File: src/rtl/pingpong_fifo.sv
module pingpong_fifo #(
  parameter int DEPTH = 16
) (
  input  logic        clk,
  input  logic        rst_n,
  input  logic        cpu_wr,
  input  logic [15:0] cpu_wdata,
  input  logic        cpu_rd,
  output logic [15:0] cpu_rdata,
  input  logic        cnt_hi_wr,
  input  logic        cnt_lo_wr,
  input  logic [7:0]  cnt_byte,
  input  logic        cnt_arm,
  input  logic        flip,
  input  logic        bus_rx,
  input  logic        bus_stb,
  input  logic [7:0]  bus_wdata,
  output logic [7:0]  bus_rdata,
  output logic        proc_empty,
  output logic        proc_full,
  output logic        alt_empty,
  output logic        done,
  output logic        flip_err
);
  localparam int AW = $clog2(DEPTH);
  localparam int PW = AW + 1;
  localparam int CW = $clog2(DEPTH + 1);
  localparam logic [PW-1:0] FULLV = PW'(DEPTH);
  localparam logic [PW-1:0] ROOMV = PW'(DEPTH - 2);

  logic [7:0]    mem [2][DEPTH];
  logic [PW-1:0] wp [2];
  logic [PW-1:0] rp [2];
  logic [PW-1:0] lvl [2];
  logic          sel;
  logic [15:0]   cnt_ld;
  logic [CW-1:0] left;
  logic [CW-1:0] lim;
  logic          p, b, busy, do_cw, do_cr, do_bx;
  logic [AW-1:0] pr, bw, br, pw;

  always_comb
    for (int k = 0; k < 2; k++) lvl[k] = wp[k] - rp[k];

  assign p     = sel;
  assign b     = ~sel;
  assign busy  = left != '0;
  assign pr    = rp[p][AW-1:0];
  assign pw    = wp[p][AW-1:0];
  assign br    = rp[b][AW-1:0];
  assign bw    = wp[b][AW-1:0];
  assign lim   = (cnt_ld > 16'(DEPTH)) ? CW'(DEPTH) : CW'(cnt_ld);
  assign do_cw = cpu_wr && (lvl[p] <= ROOMV);
  assign do_cr = cpu_rd && (lvl[p] != '0);
  assign do_bx = bus_stb && busy && (bus_rx ? (lvl[b] != FULLV) : (lvl[b] != '0));

  assign cpu_rdata  = {mem[p][pr + AW'(1)], mem[p][pr]};
  assign bus_rdata  = mem[b][br];
  assign proc_empty = lvl[p] == '0;
  assign proc_full  = lvl[p] == FULLV;
  assign alt_empty  = lvl[b] == '0;

  always_ff @(posedge clk or negedge rst_n) begin
    if (!rst_n) begin
      sel      <= 1'b0;
      wp[0]    <= '0;
      wp[1]    <= '0;
      rp[0]    <= '0;
      rp[1]    <= '0;
      cnt_ld   <= '0;
      left     <= '0;
      done     <= 1'b0;
      flip_err <= 1'b0;
    end else begin
      if (cnt_hi_wr) cnt_ld[15:8] <= cnt_byte;
      if (cnt_lo_wr) cnt_ld[7:0]  <= cnt_byte;

      if (cnt_arm) begin
        left     <= lim;
        done     <= lim == '0;
        flip_err <= 1'b0;
      end else if (do_bx) begin
        left <= left - CW'(1);
        if (left == CW'(1)) done <= 1'b1;
      end

      if (flip) begin
        if (busy) begin
          if (!cnt_arm) flip_err <= 1'b1;
        end else begin
          sel <= ~sel;
        end
      end

      if (do_cw) begin
        mem[p][pw]          <= cpu_wdata[7:0];
        mem[p][pw + AW'(1)] <= cpu_wdata[15:8];
        wp[p]               <= wp[p] + PW'(2);
      end
      if (do_cr) rp[p] <= (lvl[p] == PW'(1)) ? wp[p] : rp[p] + PW'(2);

      if (do_bx) begin
        if (bus_rx) begin
          mem[b][bw] <= bus_wdata;
          wp[b]      <= wp[b] + PW'(1);
        end else begin
          rp[b] <= rp[b] + PW'(1);
        end
      end
    end
  end

  assert_count_cap_R5: assert property (@(posedge clk) disable iff (!rst_n)
    left <= CW'(DEPTH));
  assert_done_idle_R4: assert property (@(posedge clk) disable iff (!rst_n)
    done |-> !busy);
  assert_arm_clears_R4: assert property (@(posedge clk) disable iff (!rst_n)
    (cnt_arm && lim != '0) |=> (!done && busy));
  assert_flip_refused_R7: assert property (@(posedge clk) disable iff (!rst_n)
    (flip && busy && !cnt_arm) |=> ($stable(sel) && flip_err));
  assert_no_overflow_R10: assert property (@(posedge clk) disable iff (!rst_n)
    (lvl[0] <= FULLV) && (lvl[1] <= FULLV));
  assert_ignored_strobe_R9: assert property (@(posedge clk) disable iff (!rst_n)
    (!cnt_arm && !do_bx) |=> $stable(left));
endmodule

File: config.mk
export PLATFORM = sky130hd
export DESIGN_NAME = pingpong_fifo
export DESIGN_NICKNAME = d
export VERILOG_FILES = /design/src/rtl/pingpong_fifo.sv
export SDC_FILE = /design/constraint.sdc
export NUM_CORES = 1
export LEC_CHECK = 0
export CAP_MARGIN = 30
export CORE_ASPECT_RATIO = 0.9
export CORE_MARGIN = 5
export CORE_UTILIZATION = 25
export DETAILED_ROUTE_END_ITERATION = 6
export PLACE_DENSITY = 0.5
export SETUP_SLACK_MARGIN = 0.5
export SYNTH_ARGS = -nofsm -noshare
export SYNTH_HDL_FRONTEND = slang
export SYNTH_SLANG_ARGS = --single-unit
File: constraint.sdc
create_clock -name clk -period 5.35 [get_ports clk]
set_clock_uncertainty 0.2 [all_clocks]
set_input_delay 0.535 -clock clk [delete_from_list [all_inputs] [get_ports clk]]
set_output_delay 0.535 -clock clk [all_outputs]
set_load 0.02 [all_outputs]
==> flow_summary_export.csv <==
group,metric,value,unit
final_layout,syn_to_final_growth,17.01,%
route,routedWlPerCell,27.61,µm
setup_path,worstPathArrival,4.02,ns
logic_synthesis,yosys.area_share.simple,0.1071,
power_and_ir_drop,swShare,0.4650,
global_routing,grt_pass1_wl,134600,µm
clock_network,clockBufferDepth,3,
final_layout,n_antenna_cell,0,
logic_synthesis,synth_seq_area_share,0.3836,
route,ant_nets,0,
die,rows,105,
job,cap_violations,0,
logic_synthesis,synth_cells,2099,
placed_design,io_buffers,70,
final_layout,drive_gt1_frac,0.2290,
min_path,hp-class,"flip-flop to flip-flop",
clock_network,worstSkewPairLatency,0.56,ns
route,remaining_drc_errors,0,
clock_network,cts_buffers,38,
power_and_ir_drop,powerDensity,607.4,nW/µm²
global_routing,gr-total-overflow,0,
clock_network,cts.sinks,300,
final_layout,seq_area,8800,µm²
final_layout,post-route-util,0.2944,
logic_synthesis,synthTopCellsByArea,"edfxtp_1 (34%), mux2i_1 (16%), mux4_2 (8.7%)",
setup_path,crit_type,"flip-flop to output port",
logic_synthesis,ys_types,77,
logic_synthesis,synth_top_family_by_area,"multiplexers",
logic_synthesis,synth_top_area_cell,"edfxtp_1",
sta,grt_setup_unrepaired,"true",
run_status,status,"finished clean",
die,initial_utilization,0.2516,
die,fp.dieH,297.2,µm
min_path,worstHoldStart,"flip_err$_DFF_PN0_",
global_routing,grt_start_max_net_pins,68,
global_routing,grt_usage,0.1865,
final_layout,nNetsFinal,2227,
logic_synthesis,muxShareOfSynthArea,0.3417,
power_and_ir_drop,ir_drop,0.0009675,V
logic_synthesis,synth.most_common_cell,"mux2i_1",
sta,period_share,0.8897,
logic_synthesis,synth_area_per_cell,10.91,µm²
power_and_ir_drop,pwr-share-clk,0.156,
clock_network,clockRootBuffer,"clkbuf_16",
placed_design,placedInstanceArea,25420,µm²
global_routing,first_global_vias,18540,
sta,maxSlewViolCount,0,
final_layout,finalInstanceArea,26810,µm²
setup_path,r2r-start,"rp[5]$_DFF_PN0_",
logic_synthesis,synth_edf_count,256,
power_and_ir_drop,pwr-share-seq,0.200,
sta,fmax,0.2101,GHz
placed_design,finalWeightedCongestion,0.9116,
logic_synthesis,synthAdderAreaFrac,0.01158,
clock_network,cts_tree,"built",
setup_path,critPathLaunchType,"flip-flop",
power_and_ir_drop,finalPower,16280,µW
setup_path,worstRegToRegCells,10,
logic_synthesis,synth_warnings,0,
die,io_pins,71,
route,dr.pass1.iters,5,
logic_synthesis,synthArstFlopShare,0.1467,
final_layout,multi_input_area,13260,µm²
sta,hold_viol,0,
sta,finalCriticalPeriod,4.760,ns
route,vias,18790,
global_routing,antenna_found_initial,1,
clock_network,h-tree-depth,2,
sta,tightest_slew,1.029,ns
power_and_ir_drop,p_leak,0.01022,µW
logic_synthesis,ys_ff_latch,300,
route,vias_per_cell,5.490,
sta,setup_tns,0,ns
setup_path,cp-startpoint,"rp[5]$_DFF_PN0_",
route,wl,94470,µm
clock_network,clk_pin_slew_worst_paths,0.06,ns
setup_path,crit_required,4.62,ns
power_and_ir_drop,power_frac_comb,0.644,
logic_synthesis,synthesis.nets,2161,
placed_design,dp_hpwl,70870,µm
logic_synthesis,synth-main-ff-cell,"edfxtp_1",
setup_path,worstPathMaxFanout,67,
die,die_w,329.1,µm
sta,slew_headroom,0.3121,
power_and_ir_drop,p_sw,7571,µW
final_layout,fillers,9284,
min_path,worstHoldPathCells,2,
logic_synthesis,yosysTopAreaCellShare,0.3356,
sta,final-setup-viol-count,0,
setup_path,setup.worst_path.end_class,"output port",
logic_synthesis,synth_top_cells_by_count,"mux2i_1 (363), edfxtp_1 (256), nor2_1 (177), mux2_2 (175), nand2_1 (161)",
route,first_iter_violations,2046,
sta,hold_ws,0.2964,ns
logic_synthesis,synth_compound_area_frac,0.1037,
die,core,91040,µm²
logic_synthesis,synth_xor_xnor_area_share,0.01142,
power_and_ir_drop,p_int,8710,µW
die,die-area,97800,µm²
logic_synthesis,synth_area,22910,µm²
worst paths after layout:
check	endpoint	slack, ns
max	bus_rdata[0]	0.59
max reg2reg	mem[1][125]$_DFFE_PP_	0.74
min in group asynchronous	cnt_ld[4]$_DFFE_PN0P_	0.39
min reg2reg	flip_err$_DFF_PN0_	0.30
min	flip_err$_DFF_PN0_	0.30
max in group asynchronous	rp[0]$_DFF_PN0_	4.20
cells in the final DEF (no fill, tap or decap), drive strengths merged, types with 32 or more instances in the layout:
cell type | synthesis | final
a211oi | 56 | 56
a21oi | 128 | 128
a31oi | 37 | 37
buf | 80 | 134
clkbuf | 99 | 47
clkdlybuf4s50 | 0 | 69
dfrtp | 44 | 44
edfxtp | 256 | 256
inv | 42 | 45
mux2 | 193 | 193
mux2i | 365 | 366
mux4 | 88 | 88
nand2 | 162 | 162
nand3 | 33 | 33
nor2 | 179 | 179
nor2b | 32 | 32
nor3 | 35 | 35
o21ai | 60 | 60
registers in the layout (all words and copies together), names as in the netlist:
signal / cells
cnt_ld: 16
left: 5
wp: 10
flip_err: 1
done: 1
p: 1
mem: 256
rp: 10
routing by layer:
layer	global-route usage	vias up	routed length (µm)	part of all wire
met5	0	-	0	0
met4	0.05050	0	2621	0.028
met3	0.03272	134	8136	0.086
met2	0.2841	944	41240	0.44
met1	0.2727	9598	42470	0.45
li1	-	8111	-	-
area by class of cell:
class	count	area share
Tap cell	1230	0.05741
Multi-Input combinational cell	1579	0.4948
Inverter	42	0.005881
Clock inverter	20	0.007048
Sequential cell	300	0.3283
Timing Repair Buffer	204	0.06903
Clock buffer	47	0.03753
cell families (layout without fill, tap and decap cells):
group                    Yosys count  count (layout)
AO/OA/AOI/OAI                    364             364
adder cells (fa/ha/maj)           20              20
XOR/XNOR                          29              29
multiplexers                     646             647
AND/OR/NAND/NOR                  519             519
buffers and inverters            221             313
flip-flops                       300             300
power groups by stage:
stage,clock network [µW],registers (µW),logic [µW]
floorplan,0,3030,6780
global placement,0,3290,9970
detailed placement,0,3300,10100
CTS,2590,3260,10300
global route,2690,3270,11100
finish,2540,3260,10500
stage by stage:
stage	cells	worst slack, ns
finish	3422	0.5902
floorplan	2099	1.133
CTS	3416	0.5111
global placement	3330	0.6077
detailed placement	3341	0.5881
global route	3422	0.4620
critical path, cell delays in order (launching register included):
cell	delay [ns]
dfrtp_4	0.69
buf_12	0.38
buf_6	0.40
mux4_2	0.55
mux4_2	0.47
mux2_2	0.32
clkdlybuf4s50_1	0.56
repair_timing:
item / CTS / global route
gates resized for setup: 11 / 5
endpoints found under the setup margin: 24 / 15
hold endpoints to repair: 44 / 0
cloned: 1 / 0
hold buffers: 1 / 0
setup buffers: 6 / 4
pin swaps: 1 / 0
Power figures use the tool's default switching activity.
